<file path="config.mk">
export PLATFORM = sky130hd
export DESIGN_NAME = mmio_window_decoder
export DESIGN_NICKNAME = d
export VERILOG_FILES = /design/src/rtl/mwd_pkg.sv /design/src/rtl/mwd_regbank.sv /design/src/rtl/mwd_window.sv /design/src/rtl/mmio_window_decoder.sv
export SDC_FILE = /design/constraint.sdc
export NUM_CORES = 1
export LEC_CHECK = 0
export ABC_AREA = 1
export BUFFER_PORTS_ARGS = -buffer_cell sky130_fd_sc_hd__buf_2
export CAP_MARGIN = 20
export CORE_AREA = 2 2 229 231
export DETAILED_ROUTE_END_ITERATION = 6
export DIE_AREA = 0 0 231 233
export PLACE_DENSITY = 0.7
export SYNTH_ARGS = -nofsm -noshare
export SYNTH_HDL_FRONTEND = slang
export SYNTH_SLANG_ARGS = --single-unit
</file>
<file path="constraint.sdc">
create_clock -name clk -period 10.4 [get_ports clk]
set_clock_uncertainty 0.1 [all_clocks]
set_input_delay 1.56 -clock clk [delete_from_list [all_inputs] [get_ports clk]]
set_output_delay 1.56 -clock clk [all_outputs]
set_load 0.02 [all_outputs]
</file>
<file path="src/rtl/mwd_pkg.sv">
package mwd_pkg;
  localparam int NWIN      = 3;
  localparam int NREG      = 6;
  localparam int OFF_BASE0 = 0;
  localparam int OFF_BASE1 = 1;
  localparam int OFF_MASK0 = 2;
  localparam int OFF_MASK1 = 3;
  localparam int OFF_RBASE = 4;
  localparam int OFF_EN    = 5;

  localparam logic [63:0] KEEP_MMIO  = 64'hFFFF_FFFF_C000_0000;
  localparam logic [63:0] KEEP_RBASE = 64'hFFFF_FFFF_FC00_0000;
  localparam logic [63:0] KEEP_EN    = 64'hF800_0000_0000_0000;

  localparam logic [63:0] REG_WIN_SIZE = 64'd4096;

  // Which stored bits a write keeps, per register index.
  function automatic logic [63:0] keep_mask(input int idx);
    case (idx)
      OFF_BASE0, OFF_BASE1, OFF_MASK0, OFF_MASK1: keep_mask = KEEP_MMIO;
      OFF_RBASE: keep_mask = KEEP_RBASE;
      OFF_EN:    keep_mask = KEEP_EN;
      default:   keep_mask = '0;
    endcase
  endfunction

  // Window that owns a register (NWIN for none).
  function automatic int owner_win(input int idx);
    case (idx)
      OFF_BASE0, OFF_MASK0: owner_win = 0;
      OFF_BASE1, OFF_MASK1: owner_win = 1;
      OFF_RBASE: owner_win = 2;
      default:   owner_win = NWIN;
    endcase
  endfunction
endpackage

</file>
<file path="src/rtl/mwd_regbank.sv">
module mwd_regbank
  import mwd_pkg::*;
#(
  parameter int CHIP_W = 3,
  parameter int BR_W   = 2,
  parameter int OFF_W  = 4,
  parameter int SHIFT  = 14
) (
  input  logic              clk,
  input  logic              rst_n,
  input  logic [CHIP_W-1:0] chip_idx,
  input  logic [BR_W-1:0]   bridge_idx,
  input  logic              acc_valid,
  input  logic              acc_we,
  input  logic [OFF_W-1:0]  acc_off,
  input  logic [63:0]       acc_wdata,
  output logic [63:0]       acc_rdata,
  output logic              acc_err,
  output logic [63:0]       regs_q [NREG],
  output logic [NWIN-1:0]   win_en
);
  localparam int IDX_W = $clog2(NREG);

  logic [63:0]     dflt [NREG];
  logic [NREG-1:0] wr_sel;
  logic            is_wr;
  logic            off_known;
  logic            conflict;
  logic            err_q;

  assign is_wr     = acc_valid && acc_we;
  assign off_known = (acc_off < OFF_W'(NREG));

  always_comb begin
    logic [63:0] c, b;
    c = 64'(chip_idx);
    b = 64'(bridge_idx);
    dflt[OFF_BASE0] = (64'h3d00000000000 + 64'h4000000000 * c + 64'h1000000000 * b) << SHIFT;
    dflt[OFF_BASE1] = (64'h3ff8000000000 + 64'h0200000000 * c + 64'h0080000000 * b) << SHIFT;
    dflt[OFF_RBASE] = (64'h3fffe40000000 + 64'h0000400000 * c + 64'h0000100000 * b) << SHIFT;
    dflt[OFF_MASK0] = 64'h3fff000000000 << SHIFT;
    dflt[OFF_MASK1] = 64'h3ffff80000000 << SHIFT;
    dflt[OFF_EN]    = '0;
  end

  for (genvar w = 0; w < NWIN; w++) begin : g_en
    assign win_en[w] = regs_q[OFF_EN][63-w];
  end

  for (genvar i = 0; i < NREG; i++) begin : g_reg
    localparam logic [63:0] KEEP = keep_mask(i);
    assign wr_sel[i] = is_wr && (acc_off == OFF_W'(i));

    always_ff @(posedge clk) begin
      if (!rst_n)         regs_q[i] <= dflt[i];
      else if (wr_sel[i]) regs_q[i] <= acc_wdata & KEEP;
    end

    // a write to an unknown index leaves every register untouched
    a_r7_unknown_keeps: assert property (@(posedge clk) disable iff (!rst_n)
      (is_wr && !off_known) |=> $stable(regs_q[i]));
  end

  always_comb begin
    conflict = 1'b0;
    for (int i = 0; i < NREG; i++) begin
      if (wr_sel[i] && owner_win(i) < NWIN && win_en[owner_win(i)]) conflict = 1'b1;
    end
  end

  always_ff @(posedge clk) begin
    if (!rst_n) err_q <= 1'b0;
    else        err_q <= is_wr && (!off_known || conflict);
  end
  assign acc_err = err_q;

  assign acc_rdata = off_known ? regs_q[acc_off[IDX_W-1:0]] : 64'd0;

  a_r7_unknown_err: assert property (@(posedge clk) disable iff (!rst_n)
    (is_wr && !off_known) |=> acc_err);
  a_r6_base0_conflict: assert property (@(posedge clk) disable iff (!rst_n)
    (is_wr && acc_off == OFF_W'(OFF_BASE0) && regs_q[OFF_EN][63]) |=> acc_err);
  a_r6_rbase_conflict: assert property (@(posedge clk) disable iff (!rst_n)
    (is_wr && acc_off == OFF_W'(OFF_RBASE) && regs_q[OFF_EN][61]) |=> acc_err);
  a_r3_en_kept_bits: assert property (@(posedge clk) disable iff (!rst_n)
    (is_wr && acc_off == OFF_W'(OFF_EN)) |=> (regs_q[OFF_EN] == ($past(acc_wdata) & KEEP_EN)));
  a_r1_base0_kept_bits: assert property (@(posedge clk) disable iff (!rst_n)
    (is_wr && acc_off == OFF_W'(OFF_BASE0)) |=> (regs_q[OFF_BASE0] == ($past(acc_wdata) & KEEP_MMIO)));
endmodule

</file>
<file path="src/rtl/mwd_window.sv">
module mwd_window #(
  parameter int          SHIFT      = 14,
  parameter logic [63:0] FIXED_SIZE = '0
) (
  input  logic        clk,
  input  logic        rst_n,
  input  logic        en,
  input  logic [63:0] base_raw,
  input  logic [63:0] mask_raw,
  input  logic [63:0] addr,
  output logic [63:0] base,
  output logic [63:0] size,
  output logic        hit
);
  logic [64:0] limit;

  assign base  = base_raw >> SHIFT;
  assign size  = (FIXED_SIZE != '0) ? FIXED_SIZE : (((~mask_raw) >> SHIFT) + 64'd1);
  assign limit = {1'b0, base} + {1'b0, size};
  assign hit   = en && (addr >= base) && ({1'b0, addr} < limit);

  // no hit from a disabled window, and never below the base
  a_r5_hit_needs_en: assert property (@(posedge clk) disable iff (!rst_n)
    hit |-> (en && addr >= base));
endmodule

</file>
<file path="src/rtl/mmio_window_decoder.sv">
module mmio_window_decoder
  import mwd_pkg::*;
#(
  parameter int CHIP_W = 3,
  parameter int BR_W   = 2,
  parameter int OFF_W  = 4,
  parameter int SHIFT  = 14
) (
  input  logic                  clk,
  input  logic                  rst_n,
  input  logic [CHIP_W-1:0]     chip_idx,
  input  logic [BR_W-1:0]       bridge_idx,
  input  logic                  acc_valid,
  input  logic                  acc_we,
  input  logic [OFF_W-1:0]      acc_off,
  input  logic [63:0]           acc_wdata,
  output logic [63:0]           acc_rdata,
  output logic                  acc_err,
  input  logic [63:0]           sys_addr,
  output logic [NWIN-1:0]       win_hit,
  output logic [NWIN-1:0][63:0] win_base,
  output logic [NWIN-1:0][63:0] win_size
);
  logic [63:0]     regs [NREG];
  logic [NWIN-1:0] win_en;

  mwd_regbank #(
    .CHIP_W(CHIP_W), .BR_W(BR_W), .OFF_W(OFF_W), .SHIFT(SHIFT)
  ) u_bank (
    .clk(clk), .rst_n(rst_n), .chip_idx(chip_idx), .bridge_idx(bridge_idx),
    .acc_valid(acc_valid), .acc_we(acc_we), .acc_off(acc_off),
    .acc_wdata(acc_wdata), .acc_rdata(acc_rdata), .acc_err(acc_err),
    .regs_q(regs), .win_en(win_en)
  );

  for (genvar w = 0; w < NWIN; w++) begin : g_win
    localparam int          BI = (w == 0) ? OFF_BASE0 : (w == 1) ? OFF_BASE1 : OFF_RBASE;
    localparam int          MI = (w == 0) ? OFF_MASK0 : OFF_MASK1;
    localparam logic [63:0] FS = (w == 2) ? REG_WIN_SIZE : 64'd0;
    mwd_window #(.SHIFT(SHIFT), .FIXED_SIZE(FS)) u_win (
      .clk(clk), .rst_n(rst_n), .en(win_en[w]),
      .base_raw(regs[BI]), .mask_raw((w == 2) ? 64'd0 : regs[MI]),
      .addr(sys_addr), .base(win_base[w]), .size(win_size[w]), .hit(win_hit[w])
    );
  end

  // the enable register comes out of reset cleared
  a_r8_no_hit_after_reset: assert property (@(posedge clk)
    $rose(rst_n) |-> (win_hit == '0));
endmodule

</file>
# Yosys cells after proc, flatten, opt, wreduce, memory -nomap -nowiden
# Index checks and enable logic that the tools add are counted.
[op_classes]
n_addsub = 11
magnitude_cmp = 8
n_eq_ne = 8
muxes = 15
bitwise_logic = 3
n_reduce_logical = 22
[ops]
columns = ["cell", "count"]
rows = [
  ["64-bit 2-to-1 mux", 9],
  ["64-bit by 65-bit less-than comparator with 1-bit output", 3],
  ["64-bit binary-select mux with 3-bit select", 1],
  ["64-bit by 50-bit >= comparator with 1-bit output", 3],
  ["50-bit by 64-bit adder with 65-bit output", 2],
  ["64-bit inverter", 2],
  ["50-bit by 1-bit adder with 51-bit output (second input constant)", 2],
  ["50-bit by 13-bit adder with 51-bit output (second input constant)", 1],
  ["50-bit by 22-bit adder with 50-bit output", 1],
  ["50-bit by 25-bit adder with 50-bit output (first input constant)", 1],
  ["50-bit by 33-bit adder with 50-bit output", 1],
  ["50-bit by 36-bit adder with 50-bit output (first input constant)", 1],
  ["50-bit by 38-bit adder with 50-bit output", 1],
  ["50-bit by 41-bit adder with 50-bit output (first input constant)", 1],
  ["1-bit logical AND", 19],
  ["4-bit by 2-bit equality test with 1-bit output (second input constant)", 2],
  ["4-bit by 3-bit equality test with 1-bit output (second input constant)", 2],
  ["2-bit by 1-bit inequality test with 1-bit output (second input constant)", 3],
  ["1-bit 2-to-1 mux", 5],
  ["4-bit by 1-bit equality test with 1-bit output (second input constant)", 1],
  ["4-bit >= comparator (second input constant)", 1],
  ["4-bit logical NOT", 1],
  ["4-bit by 3-bit less-than comparator with 1-bit output (second input constant)", 1],
  ["3-bit inverter with 4-bit output", 1],
  ["2 further kinds", 2],
]
[word_totals]
ff_bits = 224
in_bits = 141
output_inout_bits = 452
elab_cells = 74

# Logic depth before layout (Yosys ltp)
[logic_depth]
depth_word = 10
ltp_mapped = 33
ltp_nobuf = 32

# By module
# From an unflattened synthesis, not the netlist that was laid out.
[hier_totals]
hier_cells = 4819
hier_area_um2 = 30742.0
[by_module_without_submodules]
columns = ["module", "n_inst", "cells_each", "area_per_inst_um2", "seq_area_each_um2"]
rows = [
  ["mwd_regbank", 1, 1161, 9651.8, 4664.5],
  ["mwd_window at g_win[0].u_win", 1, 1545, 8604.5, 0.0],
  ["mwd_window at g_win[1].u_win", 1, 1480, 8391.8, 0.0],
  ["mwd_window at g_win[2].u_win", 1, 632, 4090.2, 0.0],
  ["mmio_window_decoder", 1, 1, 3.8, 0.0],
]

# Worst setup path before layout
# No wires, ideal clock.
[synth_path]
path_type = "reg-to-output"
from = "register u_bank.regs_q[222] in the netlist's numbering"
to = "output win_hit[0]"
arrival_time_ns = 3.801
t_required_ns = 8.740
setup_slack_ns = 4.939
stages_incl_launch_ff = 27
path_buffers = 1
cell_sequence = "dfxtp_1 > inv_2 > ha_1 > nand3_1 > nor2_1 > nand2_2 > nor2_4 > nand3_4 > nor2_1 > xor2_1 > ha_1 > a21oi_1 > o21ai_0 > a21o_1 > nor2_1 > nand2_1 > nand2_1 > nand2_1 > ha_1 > nand2_1 > nor3_1 > nand3b_1 > nor2_1 > nand2_1 > nand3_1 > nor2_1 > buf_4"
[synth_lines]
columns = ["item", "line", "rtl"]
rows = [
  ["from (decl)", "mwd_regbank.sv:19", "output logic [63:0] regs_q [NREG],"],
  ["from (signal, indexed assignment)", "mwd_regbank.sv:55", "if (!rst_n) regs_q[i] <= dflt[i];"],
  ["from (signal, indexed assignment)", "mwd_regbank.sv:56", "else if (wr_sel[i]) regs_q[i] <= acc_wdata & KEEP;"],
  ["to (decl)", "mmio_window_decoder.sv:20", "output logic [NWIN-1:0] win_hit,"],
]

# Worst setup path after layout
[layout_path]
from = "register u_bank.regs_q[222] in the netlist's numbering"
to = "output win_hit[0]"
[layout_via]
elab_chain_len = 5
[layout_lines]
columns = ["item", "line", "rtl"]
rows = [
  ["64-bit inverter", "mwd_window.sv:18", "assign size = (FIXED_SIZE != '0) ? FIXED_SIZE : (((~mask_raw) >> SHIFT) + 64'd1);"],
  ["50-bit by 1-bit adder with 51-bit output", "mwd_window.sv:18", ""],
  ["50-bit by 64-bit adder with 65-bit output", "mwd_window.sv:19", "assign limit = {1'b0, base} + {1'b0, size};"],
  ["64-bit by 65-bit less-than comparator with 1-bit output", "mwd_window.sv:20", "assign hit = en && (addr >= base) && ({1'b0, addr} < limit);"],
  ["1-bit logical AND", "mwd_window.sv:20", ""],
]
# No other way between the ends.

==> impl_metrics.csv <==
group,metric,value,unit
status,run_status,"finished clean",
worst_setup_path,critPathSlowestCell,"dfxtp_1",
timing,max_clock_freq,0.1412,GHz
synth,synth.cell_area,0.02279,mm2
grt,global_router_s_overall_resource_usage,0.3122,
clocking,bufs_on_longest_clock_path,2,
power_and_ir_drop,leakage,0.01294,uW
placement,dpl_cell_area,0.02343,mm2
placement,portBuffers,331,
worst_setup_path,timing.setup.critical_path_class,"flip-flop to primary output",
clocking,cts.reportedPaths.clkPinSlew,70,ps
final_layout,layout-drive-gt1-share,0.1261,
power_and_ir_drop,ir_drop,108.3,uV
final_layout,finalNetCount,3952,
placement,place.detailed.hpwl,73530,um
timing,max-slew-margin-rel,0.4454,
placement,numPlacedInstances,4178,
timing,post_route_minimum_period,7080,ps
synth,postSynth.topFlopCell,"edfxtp_1",
placement,place_congestion,1.016,
synth,synth_async_sr_flop_share,0,
grt,grt_overflow,0,
floorplanning,floorplan.initialDensity,0.4461,
worst_setup_path,timing.rr.start,"u_bank.regs_q[61]",
worst_setup_path,worst-r2r-setup-slack,9170,ps
drt,via_count_of_the_routed_design,22560,
drt,detailedRoute.firstPassIterationCount,6,
clocking,cts_tree,"built",
grt,number_of_antenna_violations_at_the_first_check_in_global_routing,11,
drt,drc,0,
job,drv_cap,0,
worst_setup_path,critPathMaxFanout,5,
grt,wire_length_of_the_first_global_routing_pass,124900,um
floorplanning,core,0.05109,mm2
floorplanning,die_h,233,um
synth,synthesis.area_per_instance,6.849,um2
timing,finalMaxSlewViolations,0,
final_layout,final_cells,4215,
timing,setup-tns-final,0,ps
synth,seq_area_frac_synth,0.2047,
synth,yosysWarningCount,0,
worst_setup_path,critical_path_required,8740,ps
grt,grt_pass1_vias,20710,
drt,detailedRoute.firstIterationViolations,2307,
clocking,cts_num_sinks,180,
worst_setup_path,crit_path_start_kind,"flip-flop",
worst_setup_path,timing.reg2reg.worst_path_depth,4,
worst_hold_path,timing.hold.worst_path_depth,2,
synth,syn_inst,3328,
timing,layout_worst_path_cycle_share,0.6807,
synth,synth.cells.most_frequent,"nand2_1, inv_1, buf_4, nor2_1, a21oi_1",
worst_setup_path,crit-reg2reg-capture,"u_bank.acc_err",
clocking,cts_max_level,4,
final_layout,multi_input_comb_area,0.01464,mm2
drt,postRouteAntennaNets,0,
floorplanning,die_area,0.05382,mm2
synth,number_of_enable_flip_flop_cells_after_synthesis,106,
power_and_ir_drop,power_density,111.3,mW/mm2
worst_hold_path,worst_hold_startpoint,"u_bank.regs_q[223]",
drt,routedWlPerCell,20.72,um
final_layout,final_area,0.02403,mm2
worst_setup_path,critPathArrivalTime,5420,ps
worst_hold_path,timing.hold.worst.class,"flip-flop to flip-flop",
synth,synthesized_flop_and_latch_total,180,
worst_hold_path,timing.hold.worst_endpoint,"u_bank.regs_q[223]",
clocking,tritoncts.num_buffers,17,
synth,post_synth_main_area_contributors,"ha_1, edfxtp_1, nand2_1",
clocking,worstSkewPairLatency,450,ps
final_layout,nFillCells,5385,
final_layout,syn_to_final_growth,5.435,%
worst_setup_path,critPathMaxStageDelay,380,ps
drt,detail_route.vias_per_cell,5.352,
synth,yosysUniqueCellTypes,53,
timing,tightest_slew,824.3,ps
floorplanning,die_width,231,um
drt,drt-total-wl,87330,um
grt,grt_start_max_net_pins,73,
synth,post-synth-top-count-cell,"nand2_1",
floorplanning,pin_count,593,
timing,final-setup-viol-count,0,
timing,timing_hold_violations_final,0,
clocking,cts-resized-gates,0,
worst_setup_path,crit_path_end_kind,"primary output",
timing,rsz_0062_raised_after_global_routing,"no",
floorplanning,fp-row-count,83,
clocking,cts_setup_buffers,0,
final_layout,regArea,0.004664,mm2
synth,synth_top_cell_area_share,0.1603,
clocking,clock_tree_root,"clkbuf_16",
synth,synth_top_cell_by_area,"ha_1",
clocking,cts_hold_buf,0,
## worst max path at each step
stage / cells past startpoint / from / slack (ps) / end
floorplan: 26 / u_bank.regs_q[222] / 4940 / win_hit[0]
global placement: 28 / u_bank.regs_q[158] / 3840 / win_hit[1]
detailed placement: 28 / u_bank.regs_q[158] / 3820 / win_hit[1]
CTS: 28 / u_bank.regs_q[158] / 3330 / win_hit[1]
global route: 28 / u_bank.regs_q[158] / 2870 / win_hit[1]
finish: 29 / u_bank.regs_q[222] / 3320 / win_hit[0]
## report_power, final
part	total [uW]	switching [uW]	internal, uW
clock network	656	311	345
logic	1130	775	354
registers	890	88.6	802
## worst max-delay path, delay by kind of cell (launching register included)
family | cells | cell delay (ps)
adder cells (fa/ha/maj) | 3 | 880
buffers and inverters | 5 | 580
AO/OA/AOI/OAI | 4 | 890
flip-flops | 1 | 380
AND/OR/NAND/NOR | 16 | 2050
XOR/XNOR | 1 | 160
## sequential cells by signal (all words and copies together), names as in the netlist
register	flops
u_bank.regs_q	179
u_bank.acc_err	1
## layer usage
metal	routed length, um	up-vias	global-route usage
li1	-	10830	-
met1	36410	10340	0.4240
met5	66	-	0
met2	38740	1198	0.4961
met3	8899	175	0.05037
met4	3214	10	0.1179
## layout make-up
cell class                 count  area share
antenna                        5   0.0005207
clock buffer                  19     0.01843
clock inverter                13    0.005936
inverter                     416     0.06508
multi-input combinational   2563      0.6091
sequential                   180      0.1941
tap                          680     0.03541
timing repair buffer         339     0.07144
## placed cells by master (no fill, tap or decap), types with 7 or more instances in the layout
| cell | synthesis | routed |
|---|---|---|
| a221oi_1 | 7 | 7 |
| buf_4 | 346 | 8 |
| a21o_1 | 25 | 25 |
| dfxtp_1 | 74 | 74 |
| inv_1 | 400 | 400 |
| nor2_4 | 8 | 9 |
| nor2_1 | 317 | 317 |
| o22ai_1 | 40 | 40 |
| xnor2_1 | 32 | 32 |
| inv_2 | 13 | 13 |
| buf_2 | 22 | 331 |
| conb_1 | 2 | 234 |
| o21ai_0 | 138 | 135 |
| nor2_2 | 10 | 9 |
| a211oi_1 | 22 | 22 |
| nand2_2 | 9 | 10 |
| ha_1 | 292 | 292 |
| nor3_1 | 42 | 42 |
| nand2_1 | 698 | 697 |
| clkbuf_16 | 0 | 17 |
| or2_2 | 10 | 10 |
| xor2_1 | 94 | 94 |
| o21ai_1 | 17 | 17 |
| nand3b_1 | 24 | 24 |
| edfxtp_1 | 106 | 106 |
| nand4_1 | 57 | 57 |
| a21oi_1 | 311 | 311 |
| nor4_1 | 14 | 14 |
| nand3_1 | 120 | 120 |
## metrics by stage
step | total power (uW) | hold slack (ps) | setup slack (ps) | utilization
floorplan | 1752 | 370.4 | 4939 | -
global placement | 2001 | 398.9 | 3843 | 0.4586
detailed placement | 2011 | 408.7 | 3822 | 0.4586
CTS | 2655 | 419.3 | 3332 | 0.4701
global route | 2825 | 460.6 | 2872 | 0.4702
finish | 2675 | 422.0 | 3320 | 0.4703
## cells by family (layout without fill, tap and decap cells)
| family | Yosys count | count (layout) | synth area share |
|---|---|---|---|
| xor gates and xnor gates | 126 | 126 | 0.04842 |
| buffers and inverters | 817 | 787 | 0.1929 |
| DFF | 180 | 180 | 0.2047 |
| other | 2 | 239 | 0.0003295 |
| adders and majority gates | 294 | 294 | 0.1621 |
| and+or+nand+nor | 1332 | 1332 | 0.2543 |
| AOI/OAI and AO/OA | 577 | 577 | 0.1374 |
No activity file was read; power rests on OpenSTA's default activity.
